### src/rtl/spi_pkg.sv
package spi_pkg;
    typedef enum logic [1:0] {
        ST_IDLE  = 2'd0,
        ST_SHIFT = 2'd1,
        ST_GAP   = 2'd2
    } spi_state_e;
endpackage

### src/rtl/spi_baud_div.sv
// Two cascaded counters: a half-prescale stage and a rate stage.
// tick marks the last module cycle of a serial-clock half-period.
module spi_baud_div #(
    parameter int PW = 8,
    parameter int RW = 8
) (
    input  logic          clk,
    input  logic          rst_n,
    input  logic          load,
    input  logic          run,
    input  logic [PW-1:0] presc_in,
    input  logic [RW-1:0] rate_in,
    output logic          tick
);
    typedef struct packed {
        logic [PW-1:0] half_m1;
        logic [RW-1:0] rate;
        logic [PW-1:0] pcnt;
        logic [RW-1:0] rcnt;
    } div_s;

    div_s st_d, st_q;
    logic [PW-1:0] half_w;

    always_comb begin
        st_d   = st_q;
        half_w = presc_in >> 1;
        tick   = run && (st_q.pcnt == st_q.half_m1) && (st_q.rcnt == st_q.rate);
        if (load) begin
            st_d.half_m1 = (half_w == '0) ? '0 : half_w - PW'(1);
            st_d.rate    = rate_in;
            st_d.pcnt    = '0;
            st_d.rcnt    = '0;
        end else if (run) begin
            if (st_q.pcnt == st_q.half_m1) begin
                st_d.pcnt = '0;
                if (st_q.rcnt == st_q.rate) st_d.rcnt = '0;
                else                        st_d.rcnt = st_q.rcnt + RW'(1);
            end else begin
                st_d.pcnt = st_q.pcnt + PW'(1);
            end
        end
    end

    always_ff @(posedge clk or negedge rst_n) begin
        if (!rst_n) st_q <= '0;
        else        st_q <= st_d;
    end
endmodule

### src/rtl/spi_frame_ctl.sv
// Frame sequencer: chip select, mode-0 serial clock, shift registers.
module spi_frame_ctl #(
    parameter int DW = 8
) (
    input  logic          clk,
    input  logic          rst_n,
    input  logic          tick,
    input  logic          hold_en,
    input  logic [DW-1:0] tx_data,
    input  logic          tx_valid,
    input  logic          miso,
    output logic          tx_ready,
    output logic          load,
    output logic          run,
    output logic          sclk,
    output logic          mosi,
    output logic          cs_n,
    output logic [DW-1:0] rx_data,
    output logic          rx_valid
);
    import spi_pkg::*;
    localparam int CW = $clog2(DW + 1);

    typedef struct packed {
        spi_state_e    state;
        logic          sclk;
        logic          cs_n;
        logic [DW-1:0] tx_sh;
        logic [DW-2:0] rx_sh;
        logic [DW-1:0] rx_data;
        logic          rx_valid;
        logic [CW-1:0] bits;
    } ctl_s;

    ctl_s st_d, st_q;

    always_comb begin
        st_d          = st_q;
        st_d.rx_valid = 1'b0;
        tx_ready      = 1'b0;
        load          = 1'b0;
        unique case (st_q.state)
            ST_IDLE: begin
                tx_ready = 1'b1;
                if (tx_valid) begin
                    load       = 1'b1;
                    st_d.state = ST_SHIFT;
                    st_d.cs_n  = 1'b0;
                    st_d.sclk  = 1'b0;
                    st_d.tx_sh = tx_data;
                    st_d.bits  = '0;
                end
            end
            ST_SHIFT: begin
                if (tick) begin
                    if (!st_q.sclk) begin
                        st_d.sclk  = 1'b1;
                        st_d.rx_sh = {st_q.rx_sh[DW-3:0], miso};
                        st_d.bits  = st_q.bits + CW'(1);
                        if (st_q.bits == CW'(DW - 1)) begin
                            st_d.rx_data  = {st_q.rx_sh, miso};
                            st_d.rx_valid = 1'b1;
                        end
                    end else begin
                        st_d.sclk = 1'b0;
                        if (st_q.bits == CW'(DW)) begin
                            tx_ready = hold_en;
                            if (hold_en && tx_valid) begin
                                load       = 1'b1;
                                st_d.tx_sh = tx_data;
                                st_d.bits  = '0;
                            end else begin
                                st_d.state = ST_GAP;
                                st_d.cs_n  = 1'b1;
                            end
                        end else begin
                            st_d.tx_sh = st_q.tx_sh << 1;
                        end
                    end
                end
            end
            ST_GAP: begin
                if (tick) st_d.state = ST_IDLE;
            end
            default: st_d.state = ST_IDLE;
        endcase
    end

    always_ff @(posedge clk or negedge rst_n) begin
        if (!rst_n) begin
            st_q       <= '0;
            st_q.state <= ST_IDLE;
            st_q.cs_n  <= 1'b1;
        end else begin
            st_q <= st_d;
        end
    end

    assign run      = (st_q.state != ST_IDLE);
    assign sclk     = st_q.sclk;
    assign cs_n     = st_q.cs_n;
    assign mosi     = st_q.tx_sh[DW-1];
    assign rx_data  = st_q.rx_data;
    assign rx_valid = st_q.rx_valid;
endmodule

### src/rtl/spi_master2p.sv
module spi_master2p #(
    parameter int PW = 8,
    parameter int RW = 8,
    parameter int DW = 8
) (
    input  logic          clk,
    input  logic          rst_n,
    input  logic [PW-1:0] presc_val,
    input  logic [RW-1:0] rate_val,
    input  logic          hold_en,
    input  logic [DW-1:0] tx_data,
    input  logic          tx_valid,
    output logic          tx_ready,
    output logic [DW-1:0] rx_data,
    output logic          rx_valid,
    output logic          sclk,
    output logic          mosi,
    input  logic          miso,
    output logic          cs_n
);
    logic tick, load, run;

    spi_baud_div #(.PW(PW), .RW(RW)) u_div (
        .clk      (clk),
        .rst_n    (rst_n),
        .load     (load),
        .run      (run),
        .presc_in (presc_val),
        .rate_in  (rate_val),
        .tick     (tick)
    );

    spi_frame_ctl #(.DW(DW)) u_ctl (
        .clk      (clk),
        .rst_n    (rst_n),
        .tick     (tick),
        .hold_en  (hold_en),
        .tx_data  (tx_data),
        .tx_valid (tx_valid),
        .miso     (miso),
        .tx_ready (tx_ready),
        .load     (load),
        .run      (run),
        .sclk     (sclk),
        .mosi     (mosi),
        .cs_n     (cs_n),
        .rx_data  (rx_data),
        .rx_valid (rx_valid)
    );
endmodule

### config.mk
export PLATFORM = sky130hd
export DESIGN_NAME = spi_master2p
export DESIGN_NICKNAME = d
export VERILOG_FILES = /design/src/rtl/spi_pkg.sv /design/src/rtl/spi_baud_div.sv /design/src/rtl/spi_frame_ctl.sv /design/src/rtl/spi_master2p.sv
export SDC_FILE = /design/constraint.sdc
export NUM_CORES = 1
export LEC_CHECK = 0
export BUFFER_PORTS_ARGS = -buffer_cell sky130_fd_sc_hd__buf_4
export CAP_MARGIN = 20
export CORE_ASPECT_RATIO = 1.25
export CORE_MARGIN = 4
export CORE_UTILIZATION = 55
export DETAILED_ROUTE_END_ITERATION = 12
export PLACE_DENSITY_LB_ADDON = 0.3
export SYNTH_ARGS = -nofsm -noshare
export SYNTH_HDL_FRONTEND = slang
export SYNTH_SLANG_ARGS = --single-unit
### constraint.sdc
create_clock -name clk -period 3 [get_ports clk]
set_input_delay 0.75 -clock clk [delete_from_list [all_inputs] [get_ports clk]]
set_output_delay 0.75 -clock clk [all_outputs]
set_load 0.005 [all_outputs]
* Yosys cells after proc, flatten, opt, wreduce, memory -nomap -nowiden *
Index checks and enable logic that the tools add are counted.

storage, ports and cells
  flip-flop bits (word level) = 64
  bits of input ports = 29
  output and inout port bits = 13
  logic and storage cells = 87

cells by class
  muxes and demuxes = 38
  reduce and logical (&&, ||, !) cells = 17
  $add $sub $neg = 4
  equal/unequal tests = 15
  bitwise gates (word level) = 1

operators with widths
  kind                                              number
  2-to-1 mux 16 bit                                 3
  2-to-1 mux 8 bit                                  6
  2-to-1 mux 32 bit                                 1
  case mux 10 bit (2 select lines)                  1
  2-to-1 mux 9 bit                                  2
  adder 8 x 1 -> 8 bit, second input constant       2
  == test 8 bit                                     2
  2-to-1 mux 4 bit                                  4
  2-to-1 mux 1 bit                                  12
  2-to-1 mux 12 bit                                 1
  AND reduction 6 bit                               2
  AND reduction 5 bit                               2
  inequality test 3 bit, second input constant      3
  zero test 8 bit                                   1
  2-to-1 mux 2 bit                                  4
  inequality test 2 bit, second input constant      4
  case mux 4 bit (2 select lines)                   1
  nonzero test 2 bit                                4
  subtractor 7 x 1 -> 8 bit, second input constant  1
  case mux 2 bit (3 select lines)                   1
  AND reduction 3 bit                               2
  adder 4 x 1 -> 4 bit, second input constant       1
  == test 4 x 3 -> 1 bit, second input constant     1
  == test 4 bit, second input constant              1
  other kinds (9)                                   13

* Longest topological paths before layout *
Gate-level depths: netlist of run 1.

  depth in word-level cells = 8
  mapped depth = 10
  mapped depth without buffers = 8

* Modules after synthesis *
A second synthesis of run 1 with hierarchy kept.

second synthesis, totals
  cell total of the unflattened synthesis = 305
  area, all modules = 3319.4 um^2

modules (own cells, without submodules)
  module         seq. area each (um^2)  cells each  times used  area an instance (um^2)
  spi_baud_div   800.8                  176         1           1739.2
  spi_frame_ctl  802.0                  129         1           1580.3

* Worst setup path after synthesis of run 1 *
Ideal clock, no wire load.

  path kind = register -> register
  start point = register u_div.st_q[8] (netlist bit)
  end point = register u_ctl.st_q, in the netlist u_ctl.rx_data[0]
  library setup time = 0.125 ns
  arrival time = 2.188 ns
  required time = 2.875 ns
  stages on the path, launching flop included = 9
  setup slack = 0.687 ns
  period minus slack after synthesis = 2.313 ns
  path buffers = 2
  cell sequence = dfrtp_1 xnor2_1 nand4_2 nor4_4 nor3b_2 buf_6 and4b_1 buf_6 mux2_2

on the way
  longest elaborated chain between the ends = 4

RTL lines
  element                               RTL line             text
  from (decl)                           spi_baud_div.sv:22   div_s st_d, st_q;
  from (signal assigned)                spi_baud_div.sv:47   else st_q <= st_d;
  == test 8 bit                         spi_baud_div.sv:28   tick = run && (st_q.pcnt == st_q.half_m1) && (st_q.rcnt == st_q.rate);
  logical AND 1 bit (2 in series)       spi_baud_div.sv:28
  AND reduction 4 bit (no source line)  n/a
  to (signal assigned)                  spi_frame_ctl.sv:95  st_q <= st_d;
  to (decl)                             spi_frame_ctl.sv:35  ctl_s st_d, st_q;

Every way passes these cells.
A chain may end at the register's enable or synchronous reset.

* Worst setup path after layout of run 1 *
  start point = register u_div.st_q[12] (netlist bit)
  end point = output tx_ready

on the way
  longest elaborated chain between the ends = 5

RTL lines
  element                          RTL line             text
  == test 8 bit                    spi_baud_div.sv:28
  logical AND 1 bit (2 in series)  spi_baud_div.sv:28
  2-to-1 mux 1 bit                 spi_frame_ctl.sv:55  if (tick) begin
  case mux 1 bit (2 select lines)  spi_frame_ctl.sv:42  unique case (st_q.state)
  to (decl)                        spi_master2p.sv:13   output logic tx_ready,

Every way passes these cells.

==> results of run 1 <==
## worst paths after layout
kind / end / from
setup reg to reg: u_ctl.rx_data[5]$_DFFE_PN0P_ / u_div.st_q[12]$_DFFE_PN0P_
setup / recovery: tx_ready / u_div.st_q[12]$_DFFE_PN0P_
hold reg to reg: u_ctl.st_q[22]$_DFFE_PN0P_ / u_ctl.st_q[22]$_DFFE_PN0P_
max in group asynchronous: u_div.st_q[10]$_DFFE_PN0P_ / rst_n
hold / removal: u_ctl.rx_valid$_DFF_PN0_ / rst_n
min in group clk: u_ctl.st_q[22]$_DFFE_PN0P_ / u_ctl.st_q[22]$_DFFE_PN0P_
## report_power, final
group	switching [mW]	internal [mW]	leakage [nW]	total, mW
Combinational	0.410	0.404	0.770	0.814
Sequential	0.194	1.08	0.844	1.27
Clock	0.332	0.512	0.119	0.844
Total	0.936	1.99	1.73	2.93
## through the flow
stage / worst slack [ns] / instance area [um2] / instances
global placement: 0.422 / 3540 / 399
global route: 0.0473 / 3780 / 415
detailed placement: 0.387 / 3540 / 399
floorplan: 0.687 / 3210 / 306
finish: 0.202 / 3780 / 415
CTS: 0.0770 / 3770 / 415
## routing by layer
metal  GRT usage, %  up-vias  wire length (um)
met5              0        -                 0
met4           7.25        0               103
met3           6.65       10               318
met2           33.1       49              3030
met1           20.6     1108              2500
li1               -     1151                 -
## cells in the final DEF, fill, tap and decap left out, drive strengths merged, types with 3 or more instances in the layout
master,count
nand4,6
nor3b,3
clkinv,3
ha,5
inv,5
mux2,23
xor2,5
nand3,7
dfrtp,63
o31ai,7
buf,47
a21oi,11
nor3,4
xnor2,20
nand2,30
or3,3
nor2b,3
o21ai,24
clkbuf,11
nand3b,7
nor2,28
a22oi,7
and3,6
## repair_timing
item	CTS	global route
gates resized for setup	1	3
cloned	0	0
endpoints found under the setup margin	1	1
## final cells by class
class | instances | share of cell area (%)
Sequential cell | 64 | 42.4
Multi-Input combinational cell | 219 | 39.6
Clock buffer | 11 | 4.00
Timing Repair Buffer | 47 | 9.33
Clock inverter | 5 | 2.08
Inverter | 5 | 0.496
Tap cell | 64 | 2.12
## Yosys cell counts (2+ instances only)
master / instances / area share [%]
dfrtp_1: 63 / 49
nand2_1: 30 / 3.5
nor2_1: 28 / 3.3
mux2_2: 23 / 8.1
o21ai_0: 23 / 3.6
xnor2_1: 20 / 5.5
a21oi_1: 11 / 1.7
buf_4: 8 / 1.9
a22oi_1: 7 / 1.6
nand3_1: 7 / 1.1
nand3b_1: 7 / 1.6
o31ai_1: 7 / 1.6
and3_1: 6 / 1.2
clkbuf_1: 6 / 0.70
ha_1: 5 / 1.9
inv_1: 5 / 0.58
nand4_1: 5 / 0.97
xor2_1: 5 / 1.4
nor3_1: 4 / 0.62
nor2b_1: 3 / 0.58
buf_2: 2 / 0.31
buf_6: 2 / 0.70
nand2b_1: 2 / 0.39
nor3b_1: 2 / 0.47
or3_1: 2 / 0.39
## cells by family (layout without fill, tap and decap cells)
logic type / after synthesis / after routing / share of synthesized area [%]
and+or+nand+nor: 106 / 106 / 17.4
DFF: 64 / 64 / 49.9
AOI/OAI and AO/OA: 59 / 59 / 11.3
xor gates and xnor gates: 25 / 25 / 6.82
muxes: 24 / 24 / 8.38
buffers and inverters: 23 / 68 / 4.17
adders and majority gates: 5 / 5 / 1.95
## sequential cells by signal (all words and copies together), names as in the netlist
name / cells
u_div.st_q: 32
u_ctl.st_q: 20
u_ctl.rx_data: 8
u_ctl.cs_n: 1
u_ctl.mosi: 1
u_ctl.rx_valid: 1
u_ctl.sclk: 1
==> results.sh, run 1 <==
export IMPL_max_cap_viol_count=0
export IMPL_htreeDepth=3
export IMPL_grt_pass1_wl_um=10500
export IMPL_drtIter0Drc=88
export IMPL_synthToLayoutAreaGrowth_pct=17.8
export IMPL_tns_ns=0
export IMPL_cts_tree="built"
export IMPL_routed_via_count=2318
export IMPL_syn_nets=340
export IMPL_hold_class="in -> async"
export IMPL_grt_max_degree=65
export IMPL_multi_input_area_um2=1500
export IMPL_worstPathMaxFanout=5
export IMPL_cts_made_buffers=9
export IMPL_maxSlewHeadroom_pct=41.5
export IMPL_rr_worst_depth=6
export IMPL_wirelength_um=5960
export IMPL_grt_total_usage_pct=18.7
export IMPL_crit_path_end_kind="output pin"
export IMPL_status="complete, no violations"
export IMPL_clock_root_buffer="clkbuf_8"
export IMPL_path_depth=7
export IMPL_crit_chain="xnor2_1, nand4_2, nor2_4, nand3_2, o21a_1, nor2_1, buf_4"
export IMPL_required_ns=2.25
export IMPL_setup_viol=0
export IMPL_synth_edff_count=0
export IMPL_core_area_um2=5560
export IMPL_syn_area_um2=3210
export IMPL_yosysSeqAreaShare_pct=49.9
export IMPL_clock_sinks=64
export IMPL_grt_overflow=0
export IMPL_fin_crit_ns=2.80
export IMPL_syn_inst=306
export IMPL_synth_seq_cells=64
export IMPL_antenna_found_initial=0
export IMPL_firstDrtPassIters=4
export IMPL_fillers=444
export IMPL_async_reset_ff_share_pct=100
export IMPL_critPathSlowestCell="dfrtp_1"
export IMPL_antenna_cells=0
export IMPL_io_pins=42
export IMPL_drc=0
export IMPL_rrSetupSlack_ns=0.41
export IMPL_hpwl_um=4220
export IMPL_drive_gt1_share_pct=29.1
export IMPL_cpPeakStageDelay_ns=0.43
export IMPL_ant_nets=0
export IMPL_rsz0062_at_grt="false"
export IMPL_hold_buffers=0
export IMPL_synth_area_per_cell_um2=10.5
export IMPL_worst_pin_slew_ns=0.872
export IMPL_clock_path_buffers=2
export IMPL_holdWs_ns=0.481
export IMPL_final_nets=380
export IMPL_skew_ns=0.00904
export IMPL_p_total_mw=2.93
export IMPL_worstPathBufferInverterCount=1
export IMPL_slew_violations=0
export IMPL_register_area_um2=1600
export IMPL_power_density_nw_per_um2=775
export IMPL_hold_viol=0
export IMPL_synth_cell_type_count=48
export IMPL_post_drt_via_cell_ratio=5.59
export IMPL_crit_family="simple AND/OR/NAND/NOR gates"
export IMPL_path_class="reg -> out"
export IMPL_utilization_pct=68.1
export IMPL_cellLeakagePower_nw=1.73
export IMPL_insertion_delay_ns=0.34
export IMPL_period_share_pct=93.3
export IMPL_port_buffers=40
export IMPL_arrival_ns=2.05
export IMPL_ys_flop_type="dfrtp_1"
export IMPL_path_clk_slew_ns=0.07
export IMPL_num_rows=30
export IMPL_place_congestion=0.835
export IMPL_grt_pass1_vias=2318
export IMPL_post_cts_buffers=0
export IMPL_ir_drop_mv=0.407
export IMPL_ys_warn_count=0
export IMPL_wl_per_cell_um=14.3
export IMPL_initial_utilization_pct=57.8
export IMPL_die_h_um=93.4
export IMPL_setup_worst_path_start_class="flop"
export IMPL_clock_fmax_mhz=357
export IMPL_die_w_um=76.3
export IMPL_die_area_um2=7130
Power figures use the tool's default switching activity.
==> inputs of run 2 (changes only) <==
- clock period: 3 -> 3.1 ns (I/O delays scaled with it)
==> run 2 against run 1 <==
  * Count of clock-buffer cells in the layout increased by 1
  * Sequential cell count unchanged
  * Sequential share of layout area increased by 0.86 points
  * Worst hold slack improved by 0.0062 ns
  * Register-to-register slack improved by 0.12 ns
  * Combinational power decreased by 4.7%
  * Worst setup slack improved by 0.013 ns
  * Via count increased by 0.17%
  * Critical endpoint unchanged
  * Sequential power decreased by 3%
  * Clock skew increased by 0.00095 ns
==> results.sh, run 2 (synthesis results as in run 1) <==
export IMPL_io_pins=42
export IMPL_routed_via_count=2322
export IMPL_rr_worst_depth=6
export IMPL_synthToLayoutAreaGrowth_pct=15.4
export IMPL_rsz0062_at_grt="false"
export IMPL_die_w_um=76.3
export IMPL_r2r_start="u_div.st_q[12]$_DFFE_PN0P_"
export IMPL_tns_ns=0
export IMPL_initial_utilization_pct=57.8
export IMPL_fillers=452
export IMPL_htreeDepth=3
export IMPL_layout_common_cells="63 x dfrtp_1, 45 x buf_4, 30 x nand2_1"
export IMPL_drtIter0Drc=96
export IMPL_power_density_nw_per_um2=706
export IMPL_finalWorstSetupSlack_ns=0.215
export IMPL_clock_sinks=64
export IMPL_cts_made_buffers=9
export IMPL_firstDrtPassIters=4
export IMPL_num_rows=30
export IMPL_largest_register_ffs=32
export IMPL_crit_path_end_kind="output pin"
export IMPL_post_drt_via_cell_ratio=5.61
export IMPL_port_buffers=40
export IMPL_layout_commonest_cell="dfrtp_1"
export IMPL_holdWs_ns=0.488
export IMPL_ant_nets=0
export IMPL_worstPathMaxFanout=5
export IMPL_drc=0
export IMPL_ir_drop_mv=0.405
export IMPL_critPathLaunch="u_div.st_q[12]$_DFFE_PN0P_"
export IMPL_wirelength_um=5830
export IMPL_rr_endpoint="u_ctl.rx_data[7]$_DFFE_PN0P_"
export IMPL_insertion_delay_ns=0.34
export IMPL_arrival_ns=2.11
export IMPL_grt_max_degree=65
export IMPL_clock_path_buffers=2
export IMPL_period_share_pct=93.1
export IMPL_clock_fmax_mhz=347
export IMPL_hold_class="reg -> reg"
export IMPL_skew_ns=0.00999
export IMPL_fin_crit_ns=2.89
export IMPL_path_class="reg -> out"
export IMPL_path_clk_slew_ns=0.06
export IMPL_antenna_found_initial=0
export IMPL_min_delay_start="u_ctl.st_q[21]$_DFFE_PN0P_"
export IMPL_status="complete, no violations"
export IMPL_grt_total_usage_pct=17.5
export IMPL_holdPathStages=2
export IMPL_place_ws_ns=0.497
export IMPL_rrSetupSlack_ns=0.53
export IMPL_grt_overflow=0
export IMPL_hold_end="u_ctl.st_q[21]$_DFFE_PN0P_"
export IMPL_worst_pin_slew_ns=0.822
export IMPL_clock_root_buffer="clkbuf_8"
export IMPL_grt_pass1_wl_um=10100
export IMPL_cts_tree="built"
export IMPL_hold_viol=0
export IMPL_die_area_um2=7130
export IMPL_place_congestion=0.836
export IMPL_required_ns=2.32
export IMPL_maxSlewHeadroom_pct=44.8
export IMPL_hold_buffers=0
export IMPL_grt_pass1_vias=2303
export IMPL_post_cts_buffers=0
export IMPL_drive_gt1_share_pct=27.7
export IMPL_final_nets=379
export IMPL_setup_viol=0
export IMPL_top_register="u_div.st_q"
export IMPL_wl_per_cell_um=14.1
export IMPL_die_h_um=93.4
export IMPL_setup_worst_path_start_class="flop"
export IMPL_max_cap_viol_count=0
export IMPL_antenna_cells=0
export IMPL_hpwl_um=4170
export IMPL_cellLeakagePower_nw=1.70
export IMPL_slew_violations=0
export IMPL_core_area_um2=5560
## run 2: metrics by stage
step / utilization (%) / total power, mW / cells / instance area [um2]
after floorplan: - / 1.79 / 306 / 3210
after global placement: 63.4 / 1.97 / 397 / 3520
after detailed placement: 63.4 / 2.02 / 397 / 3520
after CTS: 66.4 / 2.63 / 413 / 3690
after global routing: 66.7 / 2.80 / 414 / 3710
final: 66.7 / 2.62 / 414 / 3710
## run 2: area by class of cell
| type | count | area (um2) | share of cell area (%) |
|---|---|---|---|
| clock buffer | 12 | 145 | 3.92 |
| sequential | 64 | 1600 | 43.2 |
| tap | 64 | 80.1 | 2.16 |
| multi-input combinational | 219 | 1480 | 40.0 |
| clock inverter | 4 | 22.5 | 0.608 |
| inverter | 5 | 18.8 | 0.506 |
| timing repair buffer | 46 | 353 | 9.52 |
## run 2: where the power goes
group	switching (mW)	leakage [nW]	internal (mW)
clock	0.300	0.0861	0.308
combinational	0.386	0.767	0.390
sequential	0.188	0.844	1.04
## run 2: worst max path at each step
stage / end / slack (ns) / cells after the start
after global placement: tx_ready / 0.49 / 7
after detailed placement: tx_ready / 0.50 / 7
after global routing: tx_ready / 0.09 / 7
after CTS: tx_ready / 0.11 / 7
after floorplan: u_ctl.rx_data[0]$_DFFE_PN0P_ / 0.79 / 8
final: tx_ready / 0.21 / 7
## run 2: worst max-delay path, stage by stage, from the launching register on
cell and delay, ns:
dfrtp_1 0.43, xnor2_1 0.24, nand4_2 0.19, nor2_2 0.25, nand3_1 0.21, o21a_1 0.23
nor2_1 0.09, buf_4 0.12
## run 2: what timing repair did
| action | 4_1_cts | 5_1_grt |
|---|---|---|
| setup endpoints to repair | 0 | 1 |
| endpoints found under the hold margin | 0 | 0 |
| gates resized for setup | 0 | 1 |
## run 2: layer usage
metal	global-route usage (%)	vias to the layer above	wire [um]	share of wire (%)
met2	31.1	44	3030	52
met3	3.56	8	220	3.8
met1	19.8	1126	2490	43
met5	0	-	0	0
li1	-	1144	-	-
met4	9.52	0	86	1.5
==> inputs of run 3 (changes only) <==
- CELL_PAD_IN_SITES_DETAIL_PLACEMENT: not set -> 1
- CELL_PAD_IN_SITES_GLOBAL_PLACEMENT: not set -> 1
- CORE_UTILIZATION: 55 -> 46
- SYNTH_HIERARCHICAL: not set -> 1
==> run 3 against run 2 <==
  * Clock skew fell by 0.0018 ns
  * Cell count rose by 6.0%
  * First-iteration DRC count fell by 55%
  * Combinational power fell by 44%
  * Utilization fell by 11 points
  * Worst hold slack got worse by 0.0046 ns
  * Critical path type unchanged
  * Largest power group unchanged
==> results.sh, run 3 <==
export IMPL_status="complete, no violations"
export IMPL_layout_common_cells="63 x dfrtp_1, 47 x buf_4, 23 x mux2_2"
export IMPL_critPathLaunch="u_ctl/st_q[31]$_DFFE_PN0P_"
export IMPL_fillers=777
export IMPL_insertion_delay_ns=0.35
export IMPL_syn_nets=340
export IMPL_p_int_mw=1.47
export IMPL_cellLeakagePower_nw=1.77
export IMPL_slew_violations=0
export IMPL_syn_inst=305
export IMPL_post_cts_buffers=0
export IMPL_path_class="reg -> out"
export IMPL_hpwl_um=4970
export IMPL_routed_via_count=2402
export IMPL_largest_register_ffs=32
export IMPL_cts_tree="built"
export IMPL_yosysMostFrequentCell="dfrtp_1"
export IMPL_crit_family="flip-flops"
export IMPL_final_nets=379
export IMPL_worst_pin_slew_ns=0.816
export IMPL_crit_path_end_kind="output pin"
export IMPL_seq_power_share_pct=49.8
export IMPL_die_h_um=103
export IMPL_cpPeakStageDelay_ns=0.68
export IMPL_die_w_um=84.0
export IMPL_layout_commonest_cell="dfrtp_1"
export IMPL_hold_buffers=0
export IMPL_clock_root_buffer="clkbuf_8"
export IMPL_ys_flop_type="dfrtp_1"
export IMPL_postCtsResizedCells=0
export IMPL_worstPathMaxFanout=12
export IMPL_setup_worst_path_start_class="flop"
export IMPL_setup_viol=0
export IMPL_required_ns=2.32
export IMPL_initial_utilization_pct=47.6
export IMPL_synth_cell_type_count=52
export IMPL_die_area_um2=8650
export IMPL_grt_overflow=0
export IMPL_synth_top_area_share_pct=47.5
export IMPL_grt_pass1_wl_um=12100
export IMPL_hold_viol=0
export IMPL_fin_crit_ns=2.92
export IMPL_port_buffers=40
export IMPL_critPathSlowestCell="dfrtp_1"
export IMPL_skew_ns=0.00816
export IMPL_synthToLayoutAreaGrowth_pct=16.6
export IMPL_yosysSeqAreaShare_pct=48.3
export IMPL_place_ws_ns=0.376
export IMPL_antenna_found_initial=0
export IMPL_drive_gt1_share_pct=28.9
export IMPL_tns_ns=0
export IMPL_clock_fmax_mhz=342
export IMPL_antenna_cells=0
export IMPL_ant_nets=0
export IMPL_maxSlewHeadroom_pct=45.6
export IMPL_drc=0
export IMPL_firstDrtPassIters=4
export IMPL_cts_made_buffers=9
export IMPL_p_total_mw=2.17
export IMPL_dpl_cell_area_um2=3680
export IMPL_place_congestion=0.809
export IMPL_period_share_pct=94.3
export IMPL_top_register="u_div/st_q"
export IMPL_wirelength_um=7070
export IMPL_ys_warn_count=6
export IMPL_synth_edff_count=0
export IMPL_cpMostUsedCell="buf_4"
export IMPL_io_pins=42
export IMPL_synth_seq_cells=64
export IMPL_hold_class="reg -> reg"
export IMPL_p_switching_mw=0.700
export IMPL_async_reset_ff_share_pct=100
export IMPL_max_cap_viol_count=0
export IMPL_synth_area_per_cell_um2=10.9
export IMPL_htreeDepth=3
export IMPL_synth_area_leaders="dfrtp_1 47%, mux2_2 7.8%, xnor2_1 3.4%"
export IMPL_synth_top_cells_by_count="63 x dfrtp_1, 23 x mux2_2, 20 x inv_1, 18 x a21oi_1, 17 x nand2_1"
export IMPL_clockPowerShare_pct=30.2
export IMPL_min_delay_start="u_ctl/cs_n$_DFFE_PN1P_"
export IMPL_worstPathBufferInverterCount=2
export IMPL_crit_chain="or2_2, nand3_1, nor2_1, buf_4, nand4_1, a21oi_1, buf_4"
export IMPL_yosysTopAreaCell="dfrtp_1"
export IMPL_multi_input_area_um2=1540
export IMPL_finalWorstSetupSlack_ns=0.178
export IMPL_num_rows=34
export IMPL_arrival_ns=2.15
export IMPL_grt_pass1_vias=2587
export IMPL_drtIter0Drc=43
export IMPL_grt_max_degree=65
export IMPL_ir_drop_mv=0.322
export IMPL_rsz0062_at_grt="false"
export IMPL_clock_sinks=64
export IMPL_clock_path_buffers=2
export IMPL_power_density_nw_per_um2=560
export IMPL_path_clk_slew_ns=0.08
export IMPL_r2r_start="u_ctl/st_q[31]$_DFFE_PN0P_"
export IMPL_syn_area_um2=3320
export IMPL_post_drt_via_cell_ratio=5.47
export IMPL_swShare_pct=32.3
export IMPL_wl_per_cell_um=16.1
export IMPL_p_comb_share_pct=20.0
export IMPL_register_area_um2=1600
export IMPL_core_area_um2=6980
export IMPL_stdcell_area_um2=3870
export IMPL_grt_total_usage_pct=17.5
-- run 3: worst paths after layout --
kind / end / slack (ns) / depth (start not counted)
min reg2reg: u_ctl/cs_n$_DFFE_PN1P_ / 0.48 / 2
max in group asynchronous: u_ctl/st_q[22]$_DFFE_PN0P_ / 2.04 / 1
max reg2reg: u_ctl/rx_data[3]$_DFFE_PN0P_ / 0.34 / 8
max: tx_ready / 0.18 / 7
min in group asynchronous: u_div/st_q[24]$_DFFE_PN0P_ / 0.50 / 1
min: u_ctl/cs_n$_DFFE_PN1P_ / 0.48 / 2
-- run 3: layout make-up --
| type | count | share of cell area, % |
|---|---|---|
| clock buffers | 9 | 3.20 |
| clock inverters | 7 | 1.45 |
| inverters | 21 | 2.10 |
| multi-input cells | 201 | 39.8 |
| flip-flops and latches | 64 | 41.4 |
| well taps | 90 | 2.91 |
| repair buffers | 47 | 9.11 |
-- run 3: kinds of logic after synthesis --
logic type               Yosys count  synth area share [%]
AO/OA/AOI/OAI                     52                  11.0
XOR/XNOR                          25                  6.60
adder cells (fa/ha/maj)            6                  2.26
buffers and inverters             40                  5.84
flip-flops                        64                  48.3
multiplexers                      34                  11.4
AND/OR/NAND/NOR                   84                  14.6
-- run 3: per-stage QoR --
stage | utilization, % | std cells | hold WS (ns)
4_1_cts | 55.3 | 439 | 0.490
6_report | 55.5 | 439 | 0.483
3_5_place_dp | 52.7 | 423 | 0.478
2_1_floorplan | - | 305 | 0.457
3_3_place_gp | 52.7 | 423 | 0.457
5_1_grt | 55.5 | 439 | 0.509
-- run 3: worst register-to-register path, delay by kind of cell, from the launching register on --
kind | cells | cell delay (ns)
flops | 1 | 0.68
buf+inv | 2 | 0.22
mux | 1 | 0.40
simple gates | 5 | 1.34
-- run 3: power by group through the flow --
stage	combinational, mW	sequential, mW	clock, mW
2_1_floorplan	0.310	1.06	0
3_3_place_gp	0.399	1.09	0
3_5_place_dp	0.423	1.09	0
4_1_cts	0.431	1.08	0.680
5_1_grt	0.488	1.10	0.718
6_report	0.434	1.08	0.654
-- run 3: per-layer routing --
metal	global-route usage, %	part of all wire, %	routed length, um	vias up
met3	3.92	3.2	227	10
met5	0	0	0	-
met4	7.18	1.6	114	0
met2	30.9	52	3680	29
met1	20.7	43	3040	1209
li1	-	-	-	1154
